[src/rtl/uart_irq_pkg.sv]
package uart_irq_pkg;

  typedef enum logic [1:0] {
    TRIG_A = 2'd0,
    TRIG_B = 2'd1,
    TRIG_C = 2'd2,
    TRIG_D = 2'd3
  } trig_code_e;

  typedef enum logic {
    POL_CHAR  = 1'b0,
    POL_BLOCK = 1'b1
  } irq_policy_e;

endpackage

[src/rtl/uart_irq_trig_decode.sv]
module uart_irq_trig_decode #(
  parameter int DEPTH = 16,
  parameter int LVL_A = 1,
  parameter int LVL_B = 4,
  parameter int LVL_C = 8,
  parameter int LVL_D = 14,
  parameter int CNT_W = $clog2(DEPTH + 1)
) (
  input  logic [1:0]       code,
  output logic [CNT_W-1:0] level
);
  import uart_irq_pkg::*;

  localparam int NUM_LVL = 4;
  localparam int LVLS [NUM_LVL] = '{LVL_A, LVL_B, LVL_C, LVL_D};

  logic [CNT_W-1:0] lvl_tab [NUM_LVL];

  for (genvar g = 0; g < NUM_LVL; g++) begin : g_tab
    assign lvl_tab[g] = CNT_W'(LVLS[g]);
  end

  always_comb begin
    unique case (trig_code_e'(code))
      TRIG_A:  level = lvl_tab[0];
      TRIG_B:  level = lvl_tab[1];
      TRIG_C:  level = lvl_tab[2];
      default: level = lvl_tab[3];
    endcase
  end

  // every decoded level must leave room below the FIFO depth
  always_comb begin
    a_r5_level_range: assert (int'(level) >= 1 && int'(level) < DEPTH)
      else $error("trigger level out of range");
  end
endmodule

[src/rtl/uart_irq_pd_lock.sv]
module uart_irq_pd_lock (
  input  logic clk,
  input  logic rst,
  input  logic mcr_bit,
  input  logic ier_bit,
  output logic pd_req,
  output logic pd_q
);
  assign pd_req = mcr_bit & ier_bit;

  always_ff @(posedge clk) begin
    if (rst) pd_q <= 1'b0;
    else     pd_q <= pd_req;
  end

  // both bits engage power-down on the next cycle
  a_r9_pd_enter: assert property (@(posedge clk) disable iff (rst)
    (mcr_bit && ier_bit) |=> pd_q);
  // clearing either bit releases power-down on the next cycle
  a_r9_pd_leave: assert property (@(posedge clk) disable iff (rst)
    (!mcr_bit || !ier_bit) |=> !pd_q);
endmodule

[src/rtl/uart_irq_tx_status.sv]
module uart_irq_tx_status #(
  parameter int DEPTH = 16,
  parameter int CNT_W = $clog2(DEPTH + 1)
) (
  input  logic             clk,
  input  logic             rst,
  input  logic [CNT_W-1:0] tx_fill,
  input  logic             tsr_idle,
  output logic             room_q,
  output logic             empty_q
);
  localparam logic [CNT_W-1:0] FULL_CNT = CNT_W'(DEPTH);

  logic has_room, all_empty;

  assign has_room  = tx_fill < FULL_CNT;
  assign all_empty = (tx_fill == '0) && tsr_idle;

  always_ff @(posedge clk) begin
    if (rst) begin
      room_q  <= 1'b0;
      empty_q <= 1'b0;
    end else begin
      room_q  <= has_room;
      empty_q <= all_empty;
    end
  end

  // a busy shift register keeps the empty flag low
  a_r8_busy_not_empty: assert property (@(posedge clk) disable iff (rst)
    !tsr_idle |=> !empty_q);
  // a full transmit FIFO reports no room
  a_r7_full_no_room: assert property (@(posedge clk) disable iff (rst)
    (tx_fill == FULL_CNT) |=> !room_q);
endmodule

[src/rtl/uart_dma_irq_gen.sv]
module uart_dma_irq_gen #(
  parameter int DEPTH = 16,
  parameter int LVL_A = 1,
  parameter int LVL_B = 4,
  parameter int LVL_C = 8,
  parameter int LVL_D = 14,
  parameter int CNT_W = $clog2(DEPTH + 1)
) (
  input  logic             clk,
  input  logic             rst,
  input  logic             fifo_en,
  input  logic             dma_sel,
  input  logic [1:0]       rx_trig_sel,
  input  logic [CNT_W-1:0] tx_fill,
  input  logic [CNT_W-1:0] rx_fill,
  input  logic             tsr_idle,
  input  logic             tx_char_done,
  input  logic             rx_char_done,
  input  logic             mcr_pd_bit,
  input  logic             ier_pd_bit,
  output logic             irq,
  output logic             thr_room,
  output logic             tx_all_empty,
  output logic             pd_active
);
  import uart_irq_pkg::*;

  localparam logic [CNT_W-1:0] FULL_CNT = CNT_W'(DEPTH);

  logic [CNT_W-1:0] trig_lvl;
  logic             pd_req;
  irq_policy_e      policy;
  logic             block_cause, char_cause, irq_d, irq_q;

  uart_irq_trig_decode #(
    .DEPTH(DEPTH), .LVL_A(LVL_A), .LVL_B(LVL_B),
    .LVL_C(LVL_C), .LVL_D(LVL_D), .CNT_W(CNT_W)
  ) u_trig (
    .code  (rx_trig_sel),
    .level (trig_lvl)
  );

  uart_irq_pd_lock u_pd (
    .clk     (clk),
    .rst     (rst),
    .mcr_bit (mcr_pd_bit),
    .ier_bit (ier_pd_bit),
    .pd_req  (pd_req),
    .pd_q    (pd_active)
  );

  uart_irq_tx_status #(.DEPTH(DEPTH), .CNT_W(CNT_W)) u_stat (
    .clk      (clk),
    .rst      (rst),
    .tx_fill  (tx_fill),
    .tsr_idle (tsr_idle),
    .room_q   (thr_room),
    .empty_q  (tx_all_empty)
  );

  assign policy      = (fifo_en && dma_sel) ? POL_BLOCK : POL_CHAR;
  assign block_cause = (tx_fill < FULL_CNT) || (rx_fill > trig_lvl);
  assign char_cause  = tx_char_done || rx_char_done;

  always_comb begin
    if (pd_req)                  irq_d = 1'b0;
    else if (policy == POL_BLOCK) irq_d = block_cause;
    else                          irq_d = char_cause;
  end

  always_ff @(posedge clk) begin
    if (rst) irq_q <= 1'b0;
    else     irq_q <= irq_d;
  end

  assign irq = irq_q;

  // power-down request silences the interrupt
  a_r10_pd_quiet: assert property (@(posedge clk) disable iff (rst)
    (mcr_pd_bit && ier_pd_bit) |=> !irq);
  // block policy with room in the transmit FIFO raises the request
  a_r4_tx_room_irq: assert property (@(posedge clk) disable iff (rst)
    (fifo_en && dma_sel && !(mcr_pd_bit && ier_pd_bit) && tx_fill < FULL_CNT) |=> irq);
  // character policy without a strobe leaves the request low
  a_r2_no_strobe_low: assert property (@(posedge clk) disable iff (rst)
    (!(fifo_en && dma_sel) && !tx_char_done && !rx_char_done) |=> !irq);
  // block policy with a full transmit FIFO ignores strobes
  a_r6_strobe_ignored: assert property (@(posedge clk) disable iff (rst)
    (fifo_en && dma_sel && tx_fill == FULL_CNT && rx_fill == '0) |=> !irq);
endmodule

[config.mk]
export PLATFORM = sky130hd
export DESIGN_NAME = uart_dma_irq_gen
export DESIGN_NICKNAME = d
export VERILOG_FILES = /design/src/rtl/uart_irq_pkg.sv /design/src/rtl/uart_irq_trig_decode.sv /design/src/rtl/uart_irq_pd_lock.sv /design/src/rtl/uart_irq_tx_status.sv /design/src/rtl/uart_dma_irq_gen.sv
export SDC_FILE = /design/constraint.sdc
export NUM_CORES = 1
export LEC_CHECK = 0
export BUFFER_PORTS_ARGS = -buffer_cell sky130_fd_sc_hd__buf_2
export CAP_MARGIN = 10
export CORE_AREA = 2 2 39 41
export CTS_BUF_LIST = sky130_fd_sc_hd__clkbuf_8
export CTS_CLUSTER_SIZE = 20
export DETAILED_ROUTE_END_ITERATION = 16
export DIE_AREA = 0 0 41 43
export SLEW_MARGIN = 5
export SYNTH_ARGS = -nofsm -noshare
export SYNTH_HDL_FRONTEND = slang
export SYNTH_SLANG_ARGS = --single-unit
[constraint.sdc]
create_clock -name clk -period 1.6 [get_ports clk]
set_input_delay 0.32 -clock clk [delete_from_list [all_inputs] [get_ports clk]]
set_output_delay 0.32 -clock clk [all_outputs]
set_load 0.1 [all_outputs]
Word-level counts from Yosys, hierarchy flattened. Cells that the tools add are included.

Register bits: 4. Input port bits: 21. Output and inout port bits: 4.

$lt $le $gt $ge: 2. Equal/unequal tests: 2. Multiplexer cells: 3. Bitwise logic cells: 1. Reductions and logical operators: 7.

Operators by type and width (count): 4-bit case mux with 3 select lines (1); 5-bit > comparator (1); 5-bit zero test (1); 5-bit less-than comparator, second input constant (1); 2-bit by 1-bit == test with 1-bit output, second input constant (1); 2-bit == test, second input constant (1); 1-bit logical AND (2); 2-bit zero test (1); 1-bit logical OR (2); 1-bit 2-to-1 mux (2); 2-bit OR reduction (1); 1-bit bitwise AND (1).

Longest topological paths before layout.
Depth after elaboration: 5. Mapped depth: 5. Depth with buffers taken out: 5.

Modules after synthesis. A second synthesis with hierarchy kept.

Cells, all modules: 35. Area total of the unflattened synthesis: 309.0 sq um.

Modules (own cells, without submodules): uart_dma_irq_gen (times used 1, cells each 21, area an instance 178.9 sq um); uart_irq_tx_status (times used 1, cells each 5, area an instance 66.3 sq um); uart_irq_pd_lock (times used 1, cells each 3, area an instance 35.0 sq um); uart_irq_trig_decode (times used 1, cells each 6, area an instance 28.8 sq um).

Worst setup path before layout. OpenSTA, ideal clock, no wires.

Kind: input to register. Start: input rx_trig_sel[1]. End: register irq_q, in the netlist irq. Library setup time: 142 ps. Data arrival time: 1307 ps. Data required time: 1458 ps. Path slack: 150 ps. Cell stages on the path: 5. Cell sequence: inv_1 > ha_1 > and4b_1 > a2111oi_1 > a221oi_1.

Cells in the longest elaborated chain, start to end: 5. Elaborated cells between the ends (all ways): 7. Classes of those cells: order compare: 1; eq/ne: 2; mux: 2; reduce/logical: 2.

RTL lines: start, declared (line uart_dma_irq_gen.sv:13) `input logic [1:0] rx_trig_sel,`; 2-bit == test (tied with other cells) (line uart_irq_trig_decode.sv:24) `unique case (trig_code_e'(code))`; 4-bit case mux with 3 select lines * (line uart_irq_trig_decode.sv:24); 5-bit > comparator * (line uart_dma_irq_gen.sv:62) `assign block_cause = (tx_fill < FULL_CNT) || (rx_fill > trig_lvl);`; 1-bit logical OR * (line uart_dma_irq_gen.sv:62); 1-bit 2-to-1 mux * (line uart_dma_irq_gen.sv:67) `else if (policy == POL_BLOCK) irq_d = block_cause;`; end signal, assigned (line uart_dma_irq_gen.sv:73) `else irq_q <= irq_d;`; end, declared (line uart_dma_irq_gen.sv:33) `logic block_cause, char_cause, irq_d, irq_q;`.

Mark *: on every way between the ends. The rest lies on a longest branch, timed or not. A chain may end at the register's enable or synchronous reset.

Worst setup path after layout. Same ends and word-level chain as after synthesis.

==> out/results.tsv <==
metric	value	unit
status	finished, final reports clean	
CP Max Fanout	3	
pin count of the biggest net entering global routing	4	
Final Max Tran Viols	0	
crit path time final	1.45	ns
post-detail-place hpwl	516	microns
Final Core Density	0.316	
post-synth top area share	0.322	
Synth cell types	13	
dpl cell area	397	sq um
WP data arrival	1.52	ns
Pre-antenna DRT Iters	4	
Setup CP Type	input port to flop	
Critical Path Source Type	input port	
CTS Hold Buffers Added	0	
hold depth	2	
Slew @ Worst Pin	0.487	ns
Finished Layout Cells	74	
Peak VDD IR	0.000273	V
largest cells by area after synthesis	dfxtp_1 (32%), ha_1 (20%), inv_1 (7.5%), nor2_1 (7.5%), nand2_1 (6.0%)	
total grt overflow	0	
Bufs and invs on worst path	2	
Power per Cell Area	923	nW/um^2
Synthesis Warnings	0	
residual DRC count	0	
LEAKAGE	0.000253	uW
Finish-stage setup viols	0	
Comb pwr share	0.231	
Switching Fraction	0.257	
# rows	14	
#FFs+latches synth	4	
Flop pwr share	0.262	
Hold Slack	0.269	ns
CTS buffer count	3	
hold path start	tx_fill[3]	
Via density	4.01	
fraction of layout cells with a size suffix above 1	0.483	
Crit-path slowest cell	a2111oi_1	
full die area	1760	sq um
Top FF cell, synth	dfxtp_1	
GRT Total Usage	0.0904	
Die Y	43	microns
global-route wire length before repair	1.10	mm
commonest cells in the netlist	inv_1 (5), nor2_1 (5), dfxtp_1 (4), ha_1 (4), nand2_1 (4)	
Via Count	297	
CTS tree	built	
Netlist Area Pre-Place	249	sq um
Net Switching	104	uW
Antenna Cells	0	
Initial Util	0.180	
Pint	300	uW
post-cts sizing count	0	
Period Utilization, post-route	0.907	
Clock transition at path regs	0.03	ns
WHS Endpoint	u_stat.empty_q$_SDFF_PP0_	
Final Hold Fails	0	
final wirelength	619	microns
Sink Count	4	
initial antenna violation count	0	
family with the most delay on the worst path	compound AO/OA/AOI/OAI gates	
min-delay worst type	input port to flop	
Wirelength per Cell	8.36	microns
Die W	41	microns
sequential fraction of the synthesis area	0.322	
nets	85	
setup TNS	0	ns
Syn Nets	55	
relative slew slack	0.677	
Post-synth EDFFs	0	
Setup Fix Bufs, Post-CTS	0	
Crit path required time	1.66	ns
placed instance count	71	
endpoint class of the critical path	flop	
gpl congestion	0.609	
FILL cells	156	
core box area	1380	sq um
largest area contributor in the netlist	dfxtp_1	
Post-synth ARST share	0	
final design area excluding fillers	438	sq um
RSZ-0062 raised after global routing	false	
synthesis-to-layout area growth	75.9	%
initial DRC count	5	
H-tree levels	1	
Avg Cell Area, Syn	8.30	sq um
PortBufs	24	
Critical Path Max Stage Delay	0.41	ns
I/O pins	25	
Clock Power Share	0.507	
clock buffer depth	2	
vias in the first global route	300	
max-capacitance violation count	0	
Root Buffer	clkbuf_8	
crit-path cells	buf_2, inv_1, ha_1, and4b_1, a2111oi_1, a221oi_1	
Max Freq	0.689	GHz
post-synthesis cell count	30	
remaining antenna violation count	0	
-- metal layers --
metal  vias up  track usage  routed length (microns)
met4         0       0.0600                        0
met3         0       0.0209                       56
met5         -            0                        0
li1        160            -                        -
met1       127       0.0997                      242
met2        10        0.144                      320
-- stage by stage --
step                      power [uW]  worst slack [ns]
after detailed placement         201           -0.0122
after floorplan                  164             0.150
after global routing             434            0.0566
after CTS                        409             0.138
final                            404             0.149
after global placement           200           0.00209
-- worst max path at each step --
| stage | slack [ns] | start | depth (start not counted) | to |
|---|---|---|---|---|
| floorplan | 0.15 | rx_trig_sel[1] | 5 | irq$_SDFF_PP0_ |
| global placement | 0.002 | rx_trig_sel[1] | 6 | irq$_SDFF_PP0_ |
| detailed placement | -0.01 | rx_trig_sel[1] | 6 | irq$_SDFF_PP0_ |
| CTS | 0.14 | rx_trig_sel[1] | 6 | irq$_SDFF_PP0_ |
| global route | 0.06 | rx_trig_sel[0] | 6 | irq$_SDFF_PP0_ |
| finish | 0.15 | rx_trig_sel[1] | 6 | irq$_SDFF_PP0_ |
-- state kept, by name, summed over array words and instances, names as in the netlist --
name,cells
u_stat.empty_q,1
irq,1
u_stat.room_q,1
u_pd.pd_q,1
-- logic make-up (layout without fill, tap and decap cells) --
family                   Yosys count  after routing  share of synthesized area
adder cells (fa/ha/maj)            4              4                      0.201
AND/OR/NAND/NOR                   13             13                      0.261
AO/OA/AOI/OAI                      4              4                      0.141
buffers and inverters              5             33                     0.0754
flip-flops                         4              4                      0.322
-- power groups by stage --
stage | logic (uW) | clock network (uW) | registers [uW]
2_1_floorplan | 23.3 | 0 | 140
3_3_place_gp | 92.6 | 0 | 107
3_5_place_dp | 93.5 | 0 | 107
4_1_cts | 94.5 | 209 | 106
5_1_grt | 105 | 223 | 106
6_report | 93.5 | 205 | 106
-- placed cells by master, fill, tap and decap left out, drive strengths merged --
cell type / count
a2111oi: 1
ha: 4
nand2: 4
a211o: 1
buf: 25
dfxtp: 4
nand3b: 1
nand3: 1
and4b: 1
a21o: 1
nor4b: 1
clkbuf: 3
a221oi: 1
inv: 5
nor2: 5
-- layout make-up --
class | instances | area, sq um | area share
sequential | 4 | 80.1 | 0.183
tap | 16 | 20.0 | 0.0457
clock buffer | 3 | 41.3 | 0.0943
inverter | 5 | 18.8 | 0.0429
multi-input combinational | 21 | 150 | 0.343
timing repair buffer | 25 | 128 | 0.291
Power figures use the tool's default switching activity.
